## src/rtl/pwm_gen_pkg.sv

```systemverilog
package pwm_gen_pkg;
    localparam int DATA_W = 32;
    localparam int ADDR_W = 2;
    localparam int CNT_W  = 16;
    localparam int DIV_W  = 7;
    localparam int SEL_W  = 2;
    localparam int NUM_CH = 2;
    localparam int NSRC   = 1 << SEL_W;

    localparam logic [ADDR_W-1:0] ADDR_LEN_A = 2'd0;
    localparam logic [ADDR_W-1:0] ADDR_LEN_B = 2'd1;
    localparam logic [ADDR_W-1:0] ADDR_CTRL  = 2'd2;

    // field positions of channel ch in the shared control word
    function automatic int run_bit(int ch);
        return ch;
    endfunction
    function automatic int sel_lsb(int ch);
        return 4 + SEL_W * ch;
    endfunction
    function automatic int div_lsb(int ch);
        return 8 + 8 * ch;
    endfunction
    function automatic int ce_bit(int ch);
        return 15 + 8 * ch;
    endfunction

    function automatic logic [DATA_W-1:0] ctrl_mask();
        logic [DATA_W-1:0] m;
        m = '0;
        for (int ch = 0; ch < NUM_CH; ch++) begin
            m[run_bit(ch)] = 1'b1;
            m[ce_bit(ch)]  = 1'b1;
            for (int b = 0; b < SEL_W; b++) m[sel_lsb(ch) + b] = 1'b1;
            for (int b = 0; b < DIV_W; b++) m[div_lsb(ch) + b] = 1'b1;
        end
        return m;
    endfunction

    typedef struct packed {
        logic             run_en;
        logic             clk_en;
        logic [SEL_W-1:0] src_sel;
        logic [DIV_W-1:0] div;
    } chan_cfg_t;
endpackage

```

## src/rtl/pwm_gen_regs.sv

```systemverilog
module pwm_gen_regs
    import pwm_gen_pkg::*;
(
    input  logic              clk,
    input  logic              rst_n,
    input  logic [ADDR_W-1:0] bus_addr,
    input  logic              bus_wr,
    input  logic [DATA_W-1:0] bus_wdata,
    output logic [DATA_W-1:0] bus_rdata,
    output logic [DATA_W-1:0] len_a,
    output logic [DATA_W-1:0] len_b,
    output logic [DATA_W-1:0] ctrl
);
    localparam logic [DATA_W-1:0] MASK = ctrl_mask();

    typedef struct packed {
        logic [DATA_W-1:0] len_a;
        logic [DATA_W-1:0] len_b;
        logic [DATA_W-1:0] ctrl;
    } regs_t;

    regs_t regs_d, regs_q;

    always_comb begin
        regs_d = regs_q;
        if (bus_wr) begin
            case (bus_addr)
                ADDR_LEN_A: regs_d.len_a = bus_wdata;
                ADDR_LEN_B: regs_d.len_b = bus_wdata;
                ADDR_CTRL:  regs_d.ctrl  = bus_wdata & MASK;
                default:    regs_d = regs_q;
            endcase
        end
    end

    always_ff @(posedge clk or negedge rst_n) begin
        if (!rst_n) regs_q <= '0;
        else        regs_q <= regs_d;
    end

    always_comb begin
        case (bus_addr)
            ADDR_LEN_A: bus_rdata = regs_q.len_a;
            ADDR_LEN_B: bus_rdata = regs_q.len_b;
            ADDR_CTRL:  bus_rdata = regs_q.ctrl;
            default:    bus_rdata = '0;
        endcase
    end

    assign len_a = regs_q.len_a;
    assign len_b = regs_q.len_b;
    assign ctrl  = regs_q.ctrl;
endmodule

```

## src/rtl/pwm_gen_channel.sv

```systemverilog
module pwm_gen_channel #(
    parameter int CNT_W = 16,
    parameter int DIV_W = 7,
    parameter int SEL_W = 2
) (
    input  logic                 clk,
    input  logic                 rst_n,
    input  logic                 run_en,
    input  logic                 clk_en,
    input  logic [SEL_W-1:0]     src_sel,
    input  logic [DIV_W-1:0]     div,
    input  logic [CNT_W-1:0]     hi_len,
    input  logic [CNT_W-1:0]     lo_len,
    input  logic [(1<<SEL_W)-1:0] tick_src,
    output logic                 pwm
);
    localparam int POS_W = CNT_W + 1;

    typedef struct packed {
        logic [DIV_W-1:0] pre;
        logic [POS_W-1:0] pos;
        logic [CNT_W-1:0] hi;
        logic [CNT_W-1:0] lo;
    } st_t;

    st_t        st_d, st_q;
    logic       active;
    logic       adv;
    logic [POS_W-1:0] period;

    assign active = run_en & clk_en;
    assign period = POS_W'(st_q.hi) + POS_W'(st_q.lo);

    always_comb begin
        st_d = st_q;
        adv  = 1'b0;
        if (!active) begin
            // idle: clear counting state, keep the working lengths current
            st_d.pre = '0;
            st_d.pos = '0;
            st_d.hi  = hi_len;
            st_d.lo  = lo_len;
        end else begin
            if (tick_src[src_sel]) begin
                if (st_q.pre >= div) begin
                    st_d.pre = '0;
                    adv      = 1'b1;
                end else begin
                    st_d.pre = st_q.pre + DIV_W'(1);
                end
            end
            if (adv) begin
                if (st_q.pos + POS_W'(1) >= period) begin
                    // period boundary: restart and take the pending lengths
                    st_d.pos = '0;
                    st_d.hi  = hi_len;
                    st_d.lo  = lo_len;
                end else begin
                    st_d.pos = st_q.pos + POS_W'(1);
                end
            end
        end
    end

    always_ff @(posedge clk or negedge rst_n) begin
        if (!rst_n) st_q <= '0;
        else        st_q <= st_d;
    end

    assign pwm = active & (st_q.pos < POS_W'(st_q.hi));
endmodule

```

## src/rtl/dual_pwm_gen.sv

```systemverilog
module dual_pwm_gen
    import pwm_gen_pkg::*;
(
    input  logic              clk,
    input  logic              rst_n,
    input  logic [ADDR_W-1:0] bus_addr,
    input  logic              bus_wr,
    input  logic [DATA_W-1:0] bus_wdata,
    output logic [DATA_W-1:0] bus_rdata,
    input  logic [NSRC-1:0]   tick_src,
    output logic [NUM_CH-1:0] pwm_out
);
    logic [DATA_W-1:0] len_a_w, len_b_w, ctrl_w;
    logic [DATA_W-1:0] len_w [NUM_CH];

    pwm_gen_regs u_regs (
        .clk      (clk),
        .rst_n    (rst_n),
        .bus_addr (bus_addr),
        .bus_wr   (bus_wr),
        .bus_wdata(bus_wdata),
        .bus_rdata(bus_rdata),
        .len_a    (len_a_w),
        .len_b    (len_b_w),
        .ctrl     (ctrl_w)
    );

    assign len_w[0] = len_a_w;
    assign len_w[1] = len_b_w;

    for (genvar g = 0; g < NUM_CH; g++) begin : g_ch
        localparam int RB = run_bit(g);
        localparam int CB = ce_bit(g);
        localparam int SL = sel_lsb(g);
        localparam int DL = div_lsb(g);
        chan_cfg_t cfg;

        assign cfg.run_en  = ctrl_w[RB];
        assign cfg.clk_en  = ctrl_w[CB];
        assign cfg.src_sel = ctrl_w[SL +: SEL_W];
        assign cfg.div     = ctrl_w[DL +: DIV_W];

        pwm_gen_channel #(
            .CNT_W(CNT_W),
            .DIV_W(DIV_W),
            .SEL_W(SEL_W)
        ) u_ch (
            .clk     (clk),
            .rst_n   (rst_n),
            .run_en  (cfg.run_en),
            .clk_en  (cfg.clk_en),
            .src_sel (cfg.src_sel),
            .div     (cfg.div),
            .hi_len  (len_w[g][DATA_W-1 -: CNT_W]),
            .lo_len  (len_w[g][CNT_W-1:0]),
            .tick_src(tick_src),
            .pwm     (pwm_out[g])
        );
    end
endmodule

```

## config.mk

```make
export PLATFORM = sky130hd
export DESIGN_NAME = dual_pwm_gen
export DESIGN_NICKNAME = d
export VERILOG_FILES = /design/src/rtl/pwm_gen_pkg.sv /design/src/rtl/pwm_gen_regs.sv /design/src/rtl/pwm_gen_channel.sv /design/src/rtl/dual_pwm_gen.sv
export SDC_FILE = /design/constraint.sdc
export NUM_CORES = 1
export LEC_CHECK = 0
export ABC_AREA = 1
export BUFFER_PORTS_ARGS = -buffer_cell sky130_fd_sc_hd__buf_2
export CAP_MARGIN = 20
export CORE_ASPECT_RATIO = 0.9
export CORE_MARGIN = 1
export CORE_UTILIZATION = 42
export DETAILED_ROUTE_END_ITERATION = 8
export PLACE_DENSITY_LB_ADDON = 0.3
export SKIP_CTS_REPAIR_TIMING = 1
export SYNTH_ARGS = -nofsm -noshare
export SYNTH_HDL_FRONTEND = slang
export SYNTH_HIERARCHICAL = 1
export SYNTH_SLANG_ARGS = --single-unit
```

## constraint.sdc

```tcl
create_clock -name clk -period 4.66 [get_ports clk]
set_input_delay 0.233 -clock clk [delete_from_list [all_inputs] [get_ports clk]]
set_output_delay 0.233 -clock clk [all_outputs]
set_load 0.02 [all_outputs]
```

# [Word-level counts from Yosys, hierarchy flattened]
# Index checks and enable logic that the tools add are counted.
[op_classes] n_eq_ne=8 bitwise_logic=4 n_addsub=6 muxes=23 n_reduce_logical=6 order_cmp=8
[ops] cell="two-way mux 56 bit" n=2
[ops] cell="two-way mux 49 bit" n=2
[ops] cell="case mux 32 bit (3 select lines)" n=1
[ops] cell="two-way mux 32 bit" n=2
[ops] cell="adder 16 x 16 -> 17 bit" n=2
[ops] cell="adder 17 x 1 -> 17 bit (second input constant)" n=2
[ops] cell=">= comparator 17 bit" n=2
[ops] cell="less-than comparator 17 x 16 -> 1 bit" n=2
[ops] cell="two-way mux 17 bit" n=2
[ops] cell="two-way mux 7 bit" n=4
[ops] cell="adder 7 x 1 -> 7 bit (second input constant)" n=2
[ops] cell=">= comparator 7 bit" n=2
[ops] cell="!= test 2 bit (second input constant)" n=6
[ops] cell="AND reduction 2 bit" n=5
[ops] cell="two-way mux 1 bit" n=8
[ops] cell="less-than comparator 2 x 3 -> 1 bit (second input constant)" n=2
[ops] cell="AND 1 bit" n=4
[ops] cell="binary-select mux 1 bit (select 2 bit)" n=2
[ops] cell="== test 2 x 1 -> 1 bit (second input constant)" n=1
[ops] cell="== test 2 bit (second input constant)" n=1
[ops] cell="zero test 2 bit" n=1
[word_totals] reg_bits=198 out_inout_bits=34

# [Depth between registers and ports, before layout]
[depth] ltp_word=6 ltp_mapped=22

# [Hierarchy]
# Netlist, hierarchy kept.
[modules_own_cells] module="pwm_gen_channel" cells_per_inst=614 seq_area_each_um2=1401.3 area_per_inst_um2=4490.6 instances=2
[modules_own_cells] module="pwm_gen_regs" cells_per_inst=527 seq_area_each_um2=2152.1 area_per_inst_um2=4192.8 instances=1

# [Worst setup path before layout]
# OpenSTA, ideal clock, no wires.
[synth_path] path_type="register -> register" start="register g_ch[0].u_ch/st_q[0] (netlist bit)" end="register g_ch[0].u_ch/st_q[1] (netlist bit)" arrival_ns=2.694 slack_ns=1.849 stages_incl_launch_ff=23 synth_period_minus_slack_ns=2.811 path_buffers=2 path_cell_list="dfrtp_1 -> ha_1 -> fa_1 -> nand3_1 -> nand2_1 -> nand3_1 -> nand2_1 -> nand3_1 -> nand2_1 -> xnor2_1 -> ha_1 -> nand2_1 -> inv_1 -> nand2_1 -> nand2_1 -> a21oi_1 -> nand2_1 -> nand2_2 -> nand2_4 -> buf_6 -> buf_6 -> nand3_1 -> nand2_1"
[synth_via] elab_chain_len=4
[synth_lines] item="start, declared" line_no="pwm_gen_channel.sv:26" source="st_t st_d, st_q;"
[synth_lines] item="start signal, assigned" line_no="pwm_gen_channel.sv:67" source="else st_q <= st_d;"
[synth_lines] item="adder 16 x 16 -> 17 bit" line_no="pwm_gen_channel.sv:32" source="assign period = POS_W'(st_q.hi) + POS_W'(st_q.lo);"
[synth_lines] item=">= comparator 17 bit" line_no="pwm_gen_channel.sv:53" source="if (st_q.pos + POS_W'(1) >= period) begin"
[synth_lines] item="!= test 2 bit (no source line)"
[synth_lines] item="AND reduction 2 bit (no source line)"
# No other way between the ends.
# A chain may end at the register's enable or synchronous reset.

# [Worst setup path in the final report]
[layout_path] start="register g_ch[1].u_ch/st_q[16] (netlist bit)" end="register g_ch[1].u_ch/st_q[21] (netlist bit)"
[layout_via] elab_chain_len=4
[layout_lines] item="start, declared" line_no="pwm_gen_channel.sv:26"
[layout_lines] item="start signal, assigned" line_no="pwm_gen_channel.sv:67"
[layout_lines] item="adder 16 x 16 -> 17 bit" line_no="pwm_gen_channel.sv:32"
[layout_lines] item=">= comparator 17 bit" line_no="pwm_gen_channel.sv:53"
[layout_lines] item="!= test 2 bit (no source line)"
[layout_lines] item="AND reduction 2 bit (no source line)"
# No other way between the ends.

==> impl_metrics.json <==
{
  "initial_utilization": 0.4328,
  "worst-setup-path-type": "reg2reg",
  "synthesis.area_per_instance_um2": 7.509,
  "die_x_um": 188.1,
  "antenna_violations_before_repair": 0,
  "relSlewSlack": 0.2960,
  "grt_usage": 0.2373,
  "detail-route-antenna-nets": 0,
  "grt_setup_unrepaired": "no",
  "switchingPower_mw": 2.405,
  "power_frac_seq": 0.383,
  "report.final.hold_viol_count": 0,
  "intPower_mw": 3.557,
  "timing.clock.skew_ns": 0.009914,
  "drc_violation_count_after_routing": 0,
  "input_output_buffers": 74,
  "drt-vias-per-instance": 5.395,
  "fillCellCount": 3041,
  "finalMaxSlewViolations": 0,
  "clkLatencyLatePin_ns": 0.45,
  "timing.final.crit_share": 0.7904,
  "placer_congestion": 0.9328,
  "worst-slew-pin-transition_ns": 1.053,
  "ff2ff_setup_slack_ns": 0.98,
  "drive_above_1_share": 0.08175,
  "ctsLongestPathBuffers": 2,
  "most_common_cell_after_layout_fill_and_taps_aside": "sky130_fd_sc_hd__nand2_1",
  "core-area_um2": 30250,
  "synth.cell_area_um2": 13100,
  "grt_first_pass_wirelength_um": 59310,
  "tritoncts": "yes",
  "clkSinkCount": 198,
  "setup_viol": 0,
  "crit_required_ns": 5.00,
  "swShare": 0.4034,
  "first_pass_iters": 8,
  "crit_fanout": 49,
  "globalRoute.totalOverflow": 0,
  "hold_path_class": "in2reg",
  "synth_cells": 1744,
  "insertedDiodeCount": 0,
  "die_h_um": 169.5,
  "via_count_of_the_first_global_routing_pass": 10960,
  "worst-endpoint-arrival_ns": 4.02,
  "clockRootBuffer": "sky130_fd_sc_hd__clkbuf_16",
  "row_count": 60,
  "most_frequent_cells_in_the_layout": "633 x sky130_fd_sc_hd__nand2_1, 226 x sky130_fd_sc_hd__nand3_1, 198 x sky130_fd_sc_hd__dfrtp_1",
  "drt-wirelength-per-cell_um": 16.66,
  "total_negative_slack_ns": 0,
  "io_pins": 75,
  "vdd_drop_max_v": 0.0003054,
  "tritoncts.num_buffers": 17,
  "syn-num-nets": 1901,
  "worst_setup_path_end_kind": "flop",
  "drt-initial-drc-count": 1032,
  "static-leakage-power_nw": 7.672,
  "start_kind": "flop",
  "pin_count_of_the_biggest_net_entering_global_routing": 123,
  "clkSlewWorstSetupHoldPaths_ns": 0.08,
  "layout_min_cycle_time_ns": 3.683,
  "combinationalPowerShare": 0.361,
  "dieArea_um2": 31890,
  "post-dp-hpwl_um": 26410,
  "p_per_area_nw_per_um2": 419.0,
  "yosysWarnings": 6,
  "status": "complete, no violations",
  "area_growth_from_synthesis_to_layout_pct": 8.656,
  "routed-via-count": 11810,
  "htree_levels": 4,
  "nets": 1930,
  "detail_route.wirelength_um": 36460,
  "finish.utilization": 0.4703,
  "drv.max_cap_violation_count": 0,
  "timing.fmax_mhz": 271.5,
  "clockPowerShare": 0.256
}
## registers in the layout, indices dropped and copies added, names as in the netlist
signal,count
g_ch.u_ch/st_q,112
u_regs/ctrl,22
u_regs/len_a,32
u_regs/len_b,32
## power by group through the flow
| stage | registers, mW | logic, mW | clock network, mW |
|---|---|---|---|
| global placement | 2.30 | 2.09 | 0 |
| global route | 2.31 | 2.47 | 1.63 |
| CTS | 2.28 | 2.15 | 1.56 |
| floorplan | 2.18 | 1.66 | 0 |
| finish | 2.28 | 2.15 | 1.53 |
| detailed placement | 2.31 | 2.13 | 0 |
## layout make-up
cell class | count | area [um2] | area share
repair buffers | 88 | 519.2 | 0.03649
multi-input cells | 1338 | 7167 | 0.5037
well taps | 403 | 504.2 | 0.03544
flip-flops and latches | 198 | 4955 | 0.3482
clock buffers | 18 | 439.2 | 0.03087
clock inverters | 14 | 156.4 | 0.01099
inverters | 130 | 488.0 | 0.03429
## final timing paths
path	from	to	cells past startpoint
setup / recovery	g_ch[1].u_ch/st_q[16]$_DFFE_PN0P_	g_ch[1].u_ch/st_q[21]$_DFFE_PN0P_	21
hold / removal	bus_wdata[26]	u_regs/len_a[26]$_DFFE_PN0P_	3
setup reg to reg	g_ch[1].u_ch/st_q[16]$_DFFE_PN0P_	g_ch[1].u_ch/st_q[21]$_DFFE_PN0P_	21
hold reg to reg	g_ch[0].u_ch/st_q[4]$_DFFE_PN0P_	g_ch[0].u_ch/st_q[4]$_DFFE_PN0P_	2
max in group asynchronous	rst_n	u_regs/ctrl[0]$_DFFE_PN0P_	4
min in group asynchronous	rst_n	g_ch[1].u_ch/st_q[45]$_DFFE_PN0P_	2
## routing by layer
metal,vias to the layer above,share of wire,global-route usage
met4,0,0.019,0.06822
li1,5785,-,-
met2,365,0.44,0.3520
met3,41,0.062,0.04280
met1,5618,0.48,0.3502
met5,-,0,0
## per-stage QoR
step / std cells / hold WS, ns / area, um2 / power (mW) / setup slack, ns
global placement: 2155 / 0.4637 / 13600 / 4.392 / 1.140
global route: 2189 / 0.03366 / 14230 / 6.412 / 0.6432
detailed placement: 2155 / 0.4662 / 13600 / 4.438 / 1.035
CTS: 2187 / 0.006602 / 14190 / 5.989 / 0.9837
floorplan: 1744 / -0.06259 / 13100 / 3.840 / 1.849
finish: 2189 / 0.04549 / 14230 / 5.962 / 0.9768
## worst max-delay path, stage by stage, from the launching register on
cell	delay, ns
sky130_fd_sc_hd__dfrtp_1	0.41
sky130_fd_sc_hd__ha_1	0.22
sky130_fd_sc_hd__fa_1	0.46
sky130_fd_sc_hd__nand3_1	0.12
sky130_fd_sc_hd__nand2_1	0.09
sky130_fd_sc_hd__nand3_1	0.08
sky130_fd_sc_hd__nand2_1	0.11
sky130_fd_sc_hd__nand3_1	0.10
sky130_fd_sc_hd__nand2_1	0.07
sky130_fd_sc_hd__xnor2_1	0.14
sky130_fd_sc_hd__ha_1	0.30
sky130_fd_sc_hd__nand2_1	0.05
sky130_fd_sc_hd__inv_1	0.06
sky130_fd_sc_hd__nand2_1	0.05
sky130_fd_sc_hd__nor2_1	0.09
sky130_fd_sc_hd__nand2_1	0.06
sky130_fd_sc_hd__nand2_1	0.07
sky130_fd_sc_hd__nand2_2	0.07
sky130_fd_sc_hd__nand2_4	0.40
sky130_fd_sc_hd__nand2_4	0.34
sky130_fd_sc_hd__nand2_1	0.18
sky130_fd_sc_hd__nand2_1	0.07
Note: power is estimated with default switching activity, not from simulation.
